### src/rtl/irq_agg_pkg.sv
`timescale 1ns/1ps
package irq_agg_pkg;

    localparam int unsigned BANK_W     = 32;
    localparam int unsigned IDX_W      = $clog2(BANK_W);
    localparam int unsigned NUM_BANKS  = 3;
    localparam int unsigned BANK_SEL_W = 2;
    localparam int unsigned SRC_W      = NUM_BANKS * BANK_W;
    localparam int unsigned ADDR_W     = 3;
    localparam int unsigned EXT_W      = 3;
    localparam int unsigned LINE_W     = 3;

    // register address map, derived from the bank count
    localparam logic [ADDR_W-1:0] A_SWEN  = ADDR_W'(NUM_BANKS);
    localparam logic [ADDR_W-1:0] A_SWSET = ADDR_W'(NUM_BANKS + 1);
    localparam logic [ADDR_W-1:0] A_SWCLR = ADDR_W'(NUM_BANKS + 2);

    typedef enum logic [1:0] {
        GRP_PRIM = 2'd0,
        GRP_SOFT = 2'd1,
        GRP_GPIO = 2'd2,
        GRP_NONE = 2'd3
    } grp_e;

    typedef struct packed {
        logic             hit;
        logic [IDX_W-1:0] idx;
    } pick_t;

    typedef struct packed {
        grp_e                  grp;
        logic [BANK_SEL_W-1:0] bank;
        logic [IDX_W-1:0]      idx;
    } winner_t;

    // lowest set bit of a bank-wide vector
    function automatic pick_t lowest_set(input logic [BANK_W-1:0] v);
        pick_t r;
        r.hit = |v;
        r.idx = '0;
        for (int i = BANK_W - 1; i >= 0; i--) begin
            if (v[i]) r.idx = IDX_W'(i);
        end
        return r;
    endfunction

    // which secondary group hangs off a given bank
    function automatic grp_e sec_group(input int unsigned bank);
        return (bank == 0) ? GRP_SOFT : GRP_GPIO;
    endfunction

endpackage

### src/rtl/irq_agg_regs.sv
`timescale 1ns/1ps
module irq_agg_regs
    import irq_agg_pkg::*;
(
    input  logic                             clk,
    input  logic                             rst,
    input  logic                             wr_i,
    input  logic [ADDR_W-1:0]                addr_i,
    input  logic [BANK_W-1:0]                wdata_i,
    output logic [NUM_BANKS-1:0][BANK_W-1:0] en_o,
    output logic [BANK_W-1:0]                swen_o,
    output logic [BANK_W-1:0]                swst_o,
    output logic [BANK_W-1:0]                rdata_o
);

    logic [NUM_BANKS-1:0][BANK_W-1:0] en_q;
    logic [BANK_W-1:0]                swen_q;
    logic [BANK_W-1:0]                swst_q;

    for (genvar b = 0; b < NUM_BANKS; b++) begin : g_en
        always_ff @(posedge clk) begin
            if (rst) begin
                en_q[b] <= '0;
            end else if (wr_i && addr_i == ADDR_W'(b)) begin
                en_q[b] <= wdata_i;
            end
        end
    end

    always_ff @(posedge clk) begin
        if (rst) begin
            swen_q <= '0;
        end else if (wr_i && addr_i == A_SWEN) begin
            swen_q <= wdata_i;
        end
    end

    always_ff @(posedge clk) begin
        if (rst) begin
            swst_q <= '0;
        end else if (wr_i && addr_i == A_SWSET) begin
            swst_q <= swst_q | wdata_i;
        end else if (wr_i && addr_i == A_SWCLR) begin
            swst_q <= swst_q & ~wdata_i;
        end
    end

    always_comb begin
        rdata_o = '0;
        for (int b = 0; b < NUM_BANKS; b++) begin
            if (addr_i == ADDR_W'(b)) rdata_o = en_q[b];
        end
        if (addr_i == A_SWEN) rdata_o = swen_q;
        if (addr_i == A_SWSET || addr_i == A_SWCLR) rdata_o = swst_q;
    end

    assign en_o   = en_q;
    assign swen_o = swen_q;
    assign swst_o = swst_q;

endmodule

### src/rtl/irq_bank_pick.sv
`timescale 1ns/1ps
module irq_bank_pick
    import irq_agg_pkg::*;
#(
    parameter bit          CASC_EN  = 1'b0,
    parameter int unsigned CASC_BIT = 0
) (
    input  logic [BANK_W-1:0] status_i,
    input  logic [BANK_W-1:0] enable_i,
    input  logic [BANK_W-1:0] sec_pend_i,
    output pick_t             prim_o,
    output pick_t             sec_o
);

    localparam logic [BANK_W-1:0] CASC_MASK =
        CASC_EN ? (BANK_W'(1) << CASC_BIT) : '0;

    logic [BANK_W-1:0] pend;
    logic              casc_live;
    pick_t             sec_pick;

    always_comb begin
        pend      = status_i & enable_i;
        casc_live = |(pend & CASC_MASK);
        sec_pick  = lowest_set(sec_pend_i);
        sec_o.hit = casc_live & sec_pick.hit;
        sec_o.idx = sec_pick.idx;
        // the cascade bit never competes as a source of its own
        prim_o    = lowest_set(pend & ~CASC_MASK);
    end

endmodule

### src/rtl/irq_agg_resolve.sv
`timescale 1ns/1ps
module irq_agg_resolve
    import irq_agg_pkg::*;
(
    input  pick_t [NUM_BANKS-1:0] prim_i,
    input  pick_t [NUM_BANKS-1:0] sec_i,
    output winner_t               win_o
);

    always_comb begin
        win_o.grp  = GRP_NONE;
        win_o.bank = '0;
        win_o.idx  = '0;
        // walk from the weakest bank up so stronger entries overwrite
        for (int b = NUM_BANKS - 1; b >= 0; b--) begin
            if (prim_i[b].hit) begin
                win_o.grp  = GRP_PRIM;
                win_o.bank = BANK_SEL_W'(b);
                win_o.idx  = prim_i[b].idx;
            end
            if (sec_i[b].hit) begin
                win_o.grp  = sec_group(b);
                win_o.bank = BANK_SEL_W'(b);
                win_o.idx  = sec_i[b].idx;
            end
        end
    end

endmodule

### src/rtl/cpu_line_pri.sv
`timescale 1ns/1ps
module cpu_line_pri
    import irq_agg_pkg::*;
(
    input  logic [EXT_W-1:0]  ext_i,
    input  logic              ctrl_i,
    output logic [LINE_W-1:0] line_o,
    output logic              spurious_o
);

    always_comb begin
        spurious_o = 1'b0;
        if (ext_i[2])      line_o = LINE_W'(7);
        else if (ctrl_i)   line_o = LINE_W'(2);
        else if (ext_i[1]) line_o = LINE_W'(1);
        else if (ext_i[0]) line_o = LINE_W'(0);
        else begin
            line_o     = '0;
            spurious_o = 1'b1;
        end
    end

endmodule

### src/rtl/irq_cascade_agg.sv
`timescale 1ns/1ps
module irq_cascade_agg
    import irq_agg_pkg::*;
#(
    parameter int unsigned SW_CASC_BIT   = 7,
    parameter int unsigned GPIO_CASC_BIT = 13
) (
    input  logic                  clk,
    input  logic                  rst,
    input  logic [SRC_W-1:0]      src_status_i,
    input  logic [BANK_W-1:0]     gpio_status_i,
    input  logic [BANK_W-1:0]     gpio_mask_i,
    input  logic                  reg_wr_i,
    input  logic [ADDR_W-1:0]     reg_addr_i,
    input  logic [BANK_W-1:0]     reg_wdata_i,
    output logic [BANK_W-1:0]     reg_rdata_o,
    input  logic [EXT_W-1:0]      cpu_ext_i,
    output logic                  irq_o,
    output logic [1:0]            win_grp_o,
    output logic [BANK_SEL_W-1:0] win_bank_o,
    output logic [IDX_W-1:0]      win_idx_o,
    output logic [LINE_W-1:0]     cpu_line_o,
    output logic                  cpu_spurious_o
);

    logic [NUM_BANKS-1:0][BANK_W-1:0] en_q;
    logic [BANK_W-1:0]                sw_en;
    logic [BANK_W-1:0]                sw_st;
    pick_t [NUM_BANKS-1:0]            prim;
    pick_t [NUM_BANKS-1:0]            sec;
    winner_t                          win;
    logic [NUM_BANKS-1:0]             any_prim;
    logic [NUM_BANKS-1:0]             any_sec;

    irq_agg_regs u_regs (
        .clk     (clk),
        .rst     (rst),
        .wr_i    (reg_wr_i),
        .addr_i  (reg_addr_i),
        .wdata_i (reg_wdata_i),
        .en_o    (en_q),
        .swen_o  (sw_en),
        .swst_o  (sw_st),
        .rdata_o (reg_rdata_o)
    );

    for (genvar b = 0; b < NUM_BANKS; b++) begin : g_bank
        localparam bit          HAS_CASC = (b < 2);
        localparam int unsigned CBIT     = (b == 0) ? SW_CASC_BIT : GPIO_CASC_BIT;
        logic [BANK_W-1:0] sec_pend;

        if (b == 0) begin : g_sw
            assign sec_pend = sw_st & sw_en;
        end else if (b == 1) begin : g_gpio
            assign sec_pend = gpio_status_i & gpio_mask_i;
        end else begin : g_flat
            assign sec_pend = '0;
        end

        irq_bank_pick #(
            .CASC_EN  (HAS_CASC),
            .CASC_BIT (CBIT)
        ) u_pick (
            .status_i   (src_status_i[b*BANK_W +: BANK_W]),
            .enable_i   (en_q[b]),
            .sec_pend_i (sec_pend),
            .prim_o     (prim[b]),
            .sec_o      (sec[b])
        );

        assign any_prim[b] = prim[b].hit;
        assign any_sec[b]  = sec[b].hit;
    end

    irq_agg_resolve u_resolve (
        .prim_i (prim),
        .sec_i  (sec),
        .win_o  (win)
    );

    assign irq_o      = |{any_prim, any_sec};
    assign win_grp_o  = win.grp;
    assign win_bank_o = win.bank;
    assign win_idx_o  = win.idx;

    cpu_line_pri u_cpu (
        .ext_i      (cpu_ext_i),
        .ctrl_i     (irq_o),
        .line_o     (cpu_line_o),
        .spurious_o (cpu_spurious_o)
    );

endmodule

### config.mk
export PLATFORM = sky130hd
export DESIGN_NAME = irq_cascade_agg
export DESIGN_NICKNAME = d
export VERILOG_FILES = /design/src/rtl/irq_agg_pkg.sv /design/src/rtl/irq_agg_regs.sv /design/src/rtl/irq_bank_pick.sv /design/src/rtl/irq_agg_resolve.sv /design/src/rtl/cpu_line_pri.sv /design/src/rtl/irq_cascade_agg.sv
export SDC_FILE = /design/constraint.sdc
export NUM_CORES = 1
export LEC_CHECK = 0
export BUFFER_PORTS_ARGS = -buffer_cell sky130_fd_sc_hd__buf_2
export CORE_MARGIN = 5
export CORE_UTILIZATION = 40
export DETAILED_ROUTE_END_ITERATION = 8
export MAX_ROUTING_LAYER = met4
export REMOVE_ABC_BUFFERS = 1
export SLEW_MARGIN = 15
export SYNTH_ARGS = -nofsm -noshare
export SYNTH_HDL_FRONTEND = slang
export SYNTH_SLANG_ARGS = --single-unit
export TNS_END_PERCENT = 1
### constraint.sdc
create_clock -name clk -period 6.3 [get_ports clk]
set_clock_uncertainty 0.2 [all_clocks]
set_input_delay 1.26 -clock clk [delete_from_list [all_inputs] [get_ports clk]]
set_output_delay 1.26 -clock clk [all_outputs]
set_load 0.01 [all_outputs]
Word-level counts from Yosys, hierarchy flattened
Index checks and enable logic that the tools add are counted.
{ "totals": {"out_inout_bits": 46, "input_bits": 201, "register_bits": 160, "word_cells": 212} }
{ "op_classes": {"reduce_logical": 15, "eq_ne": 5, "muxes": 177, "bitwise": 10} }
{ "ops": {"columns": ["op", "n"], "rows": [
  ["5-bit two-way mux", 158],
  ["32-bit two-way mux", 7],
  ["32-bit AND", 6],
  ["32-bit OR reduction", 3],
  ["96-bit OR reduction", 1],
  ["31-bit OR reduction", 2],
  ["9-bit two-way mux", 5],
  ["32-bit NOT", 1],
  ["32-bit bitwise OR", 1],
  ["3-bit by 2-bit equality test with 1-bit output, second input constant", 2],
  ["3-bit equality test, second input constant", 2],
  ["1-bit logical AND", 6],
  ["3-bit two-way mux", 2],
  ["1-bit two-way mux", 5],
  ["3-bit by 1-bit equality test with 1-bit output, second input constant", 1],
  ["3-bit zero test", 1],
  ["1-bit AND", 2],
  ["2-bit nonzero test", 1],
  ["1-bit logical OR", 1]
]} }

Longest topological paths before layout
{ "depth": {"depth_word": 38, "ltp_mapped": 8, "ltp_nobuf": 8} }

Modules after synthesis
From an unflattened synthesis, not the netlist that was laid out.
{ "unflattened": {"cells_unflattened": 1396, "area_unflattened_um2": 10278.6} }
{ "by_module_without_submodules": {"columns": ["module", "area_each_um2", "n_inst", "cells_each", "seq_area_each_um2"], "rows": [
  ["irq_agg_regs", 6867.8, 1, 827, 3203.1],
  ["irq_bank_pick (g_bank[2].u_pick)", 890.9, 1, 154, 0.0],
  ["irq_bank_pick (g_bank[0].u_pick)", 865.8, 1, 151, 0.0],
  ["irq_bank_pick (g_bank[1].u_pick)", 862.1, 1, 149, 0.0],
  ["irq_cascade_agg", 417.9, 1, 68, 0.0],
  ["irq_agg_resolve", 336.6, 1, 42, 0.0],
  ["cpu_line_pri", 37.5, 1, 5, 0.0]
]} }

Least setup slack after synthesis
Ideal clock, no wire load.
{ "synth_timing": {"kind": "input-to-output", "startpoint": "input port src_status_i[20]", "endpoint": "output port cpu_spurious_o", "cell_stages": 8, "arrival_ns": 3.014, "required_ns": 4.840, "slack_ns": 1.826, "path_buffers": 0, "cell_sequence": "a22o_1 -> or2_4 -> nor4_4 -> nand2_2 -> and2b_2 -> nand2_2 -> or3_4 -> nor3_2"} }
{ "synth_between": {"elab_chain_cells": 4} }
{ "synth_lines": {"columns": ["item", "line", "text"], "rows": [
  ["start: declaration", "irq_cascade_agg.sv:10", "input logic [SRC_W-1:0] src_status_i,"],
  ["32-bit AND", "irq_bank_pick.sv:23", "pend = status_i & enable_i;"],
  ["96-bit OR reduction", "irq_cascade_agg.sv:81", "assign irq_o = |{any_prim, any_sec};"],
  ["1-bit two-way mux", "cpu_line_pri.sv:14", "else if (ctrl_i) line_o = LINE_W'(2);"],
  ["1-bit two-way mux", "cpu_line_pri.sv:13", "if (ext_i[2]) line_o = LINE_W'(7);"],
  ["end: declaration", "irq_cascade_agg.sv:23", "output logic cpu_spurious_o"]
]} }
Every way passes these cells.

Worst setup path after layout
{ "layout_timing": {"startpoint": "input port src_status_i[38]", "endpoint": "output port win_idx_o[0]"} }
{ "layout_between": {"elab_chain_cells": 12, "elab_cells_between_ends": 13, "cone_classes": "mux: 11; bitwise: 1; reduce/logical: 1"} }
{ "layout_lines": {"columns": ["item", "line", "text"], "rows": [
  ["32-bit AND *", "irq_bank_pick.sv:23", null],
  ["5-bit two-way mux (7 in series)", "irq_agg_pkg.sv:42", "if (v[i]) r.idx = IDX_W'(i);"],
  ["9-bit two-way mux *", "irq_agg_resolve.sv:16", "if (prim_i[b].hit) begin"],
  ["9-bit two-way mux *", "irq_agg_resolve.sv:21", "if (sec_i[b].hit) begin"],
  ["9-bit two-way mux *", "irq_agg_resolve.sv:16", null],
  ["9-bit two-way mux *", "irq_agg_resolve.sv:21", null],
  ["end: declaration", "irq_cascade_agg.sv:21", "output logic [IDX_W-1:0] win_idx_o,"]
]} }
Every way passes the cells marked *; elsewhere a longest branch is shown, timed or not.

==> flow_summary.json <==
{
  "path_class": "input pin to primary output",
  "crit_buf_inv": 2,
  "synth_async_sr_flop_share": 0,
  "grt_overflow": 0,
  "utilization": 0.4948,
  "antenna_found_initial": 7,
  "cts_num_sinks": 160,
  "drc": 0,
  "worst_pin_slew_ps": 1173,
  "syn2layout_area_growth_pct": 21.51,
  "clock.fmax_ghz": 0.1888,
  "clk-insertion-delay-late_ps": 430,
  "yosysSeqAreaShare": 0.3351,
  "io_buffers": 246,
  "wl_per_cell_um": 22.06,
  "grt_pass1_wl_mm": 59.14,
  "vdd_drop_max_mv": 0.2017,
  "grt_max_degree": 91,
  "dr.pass1.iters": 5,
  "hold_violations": 0,
  "finalSetupTns_ps": 0,
  "start_kind": "input pin",
  "die_w_um": 164.6,
  "endpoint_kind": "primary output",
  "crit_path_frequent_cell": "buf_2",
  "netlist_instances": 1296,
  "dp_hpwl_mm": 29.46,
  "synth_edf_count": 0,
  "critical-path-top-delay-family": "compound AO/OA/AOI/OAI gates",
  "ys_ff_latch": 160,
  "grtUsageTotal": 0.2952,
  "drtIter0Drc": 1082,
  "syn-cell-area_um2": 9559,
  "worstPathCellList": "buf_2 -> a22oi_1 -> nand3_1 -> nor3b_2 -> and4_1 -> nand2_1 -> a2111oi_0 -> o21ai_0 -> a32oi_1 -> buf_2",
  "drv_slew": 0,
  "stdcell_count": 1831,
  "cts-buffers-inserted": 17,
  "cts_max_level": 4,
  "dp_worst_setup_slack_ps": 1117,
  "drive_gt1_frac": 0.2306,
  "p_per_area_nw_per_um2": 220.9,
  "setup_viol": 0,
  "ctsResizeCount": 0,
  "maxSlewHeadroom": 0.2183,
  "gp_congestion": 0.9718,
  "finalCriticalPeriod_ps": 5297,
  "cp.arrival_ps": 3840,
  "worst-path-max-fanout": 5,
  "clkTransAtPathRegs_ps": 70,
  "ys_warn_count": 0,
  "ys.flop_type": "dfxtp_1",
  "cts_tree": "built",
  "cp_data_required_time_ps": 4840,
  "setup_ws_ps": 1003,
  "drt-total-wl_mm": 40.39,
  "max-cap-violations": 0,
  "vias": 10978,
  "num-fill-cells": 2378,
  "leakage_nw": 4.394,
  "fin_crit_sh": 0.8409,
  "post_cts_buffers": 0,
  "grt_pass1_vias": 10141,
  "hp-class": "flop to flop",
  "rows": 56,
  "rsz0062_at_grt": "no",
  "io-pin-count": 247,
  "cts-root-buf": "clkbuf_16",
  "slowest_stage": "a2111oi_0",
  "postRouteAntennaNets": 0,
  "seqCellArea_um2": 3203,
  "postCtsHoldBufs": 0,
  "status": "finished clean",
  "avgSynthCellArea_um2": 7.376,
  "fp.dieH_um": 164.6,
  "num-nets-final": 1693,
  "multiInputGateArea_um2": 5949,
  "dp_cells": 1792,
  "die_area_um2": 27090,
  "holdWs_ps": 274.0,
  "cts_buffer_depth": 2,
  "routed_via_density": 5.996,
  "slowest_delay_ps": 460,
  "start_util": 0.4072,
  "synthDistinctLibCells": 58,
  "core_area_um2": 23470
}
-- metrics by stage --
stage / total power, mW / instance area (um^2)
final: 2.566 / 11610
after global placement: 1.513 / 11000
after CTS: 2.567 / 11600
after floorplan: 1.267 / 9264
after global routing: 2.646 / 11610
after detailed placement: 1.518 / 11000
-- where the power goes --
group	internal (mW)	switching [mW]	leakage (nW)
clock network	0.566	0.499	0.280
registers	1.04	0.0306	1.30
logic	0.165	0.270	2.82
total	1.77	0.800	4.39
-- area by class of cell --
cell class | instances | area share
well taps | 319 | 0.03436
clock inverters | 15 | 0.01443
clock buffers | 17 | 0.03663
flip-flops and latches | 160 | 0.2758
multi-input cells | 1024 | 0.5122
repair buffers | 254 | 0.1138
inverters | 35 | 0.01131
diodes | 7 | 0.001508
-- worst paths after layout --
kind,end,from,slack [ps],depth (start not counted)
hold / removal,u_regs.en_o[72],u_regs.en_o[72],270,2
setup / recovery,win_idx_o[0],src_status_i[38],1000,10
setup reg to reg,flop,flop,5240,2
hold reg to reg,u_regs.en_o[72],u_regs.en_o[72],270,2
-- placed cells by master (no fill, tap or decap), types with 22 or more instances in the layout --
| master | n |
|---|---|
| inv_1 | 35 |
| nand2_1 | 436 |
| mux4_2 | 31 |
| buf_2 | 244 |
| a311oi_1 | 36 |
| a21oi_1 | 191 |
| o22ai_1 | 33 |
| o21ai_0 | 22 |
| nand3_1 | 40 |
| a22oi_1 | 63 |
| dfxtp_1 | 160 |
-- layer usage --
layer	wire length [um]	vias up	global-route usage	share of wire
met1	16410	5199	0.3691	0.41
met4	782	0	0.07183	0.019
met5	0	-	-	0
met3	3667	56	0.05565	0.091
met2	19530	562	0.4961	0.48
li1	-	5161	-	-
-- worst register-to-register path: stages, from the launching register on --
cell	delay [ps]
dfxtp_1	440
a21oi_1	70
a311oi_1	260
-- synthesized netlist by cell type (2+ instances only) --
| cell type | n | share of area |
|---|---|---|
| a22oi_1 | 63 | 0.049 |
| and4_1 | 3 | 0.0027 |
| clkbuf_1 | 69 | 0.027 |
| and3_1 | 5 | 0.0033 |
| and2b_1 | 2 | 0.0016 |
| inv_1 | 35 | 0.014 |
| a31oi_1 | 16 | 0.010 |
| and2_1 | 8 | 0.0052 |
| a2111oi_0 | 2 | 0.0018 |
| a221oi_1 | 7 | 0.0064 |
| a21oi_1 | 191 | 0.10 |
| a32oi_1 | 12 | 0.011 |
| buf_1 | 5 | 0.0020 |
| nor2_1 | 12 | 0.0047 |
| a22o_1 | 7 | 0.0064 |
| or3_4 | 2 | 0.0024 |
| o211ai_1 | 10 | 0.0079 |
| nand4_1 | 16 | 0.010 |
| o22ai_1 | 33 | 0.022 |
| a21boi_0 | 2 | 0.0016 |
| a41oi_1 | 2 | 0.0018 |
| a222oi_1 | 5 | 0.0052 |
| o2111ai_1 | 2 | 0.0018 |
| a32o_1 | 7 | 0.0073 |
| nand2_1 | 437 | 0.17 |
| a22oi_2 | 9 | 0.012 |
| or3_1 | 3 | 0.0020 |
| nand2b_1 | 11 | 0.0072 |
| dfxtp_1 | 160 | 0.34 |
| mux4_2 | 31 | 0.073 |
| nand3_1 | 40 | 0.021 |
| o21ai_0 | 22 | 0.012 |
| a311oi_1 | 36 | 0.033 |
| nor3_1 | 5 | 0.0026 |
| nand2_2 | 2 | 0.0013 |
| buf_2 | 2 | 0.0010 |
-- logic make-up (layout without fill, tap and decap cells) --
logic type	Yosys count	after routing	share of synthesized area
compound gates	434	434	0.2967
buf+inv	112	321	0.04463
flops	160	160	0.3351
mux	32	32	0.07579
other cells	0	7	0
simple gates	558	558	0.2478
Note: power is estimated with default switching activity, not from simulation.
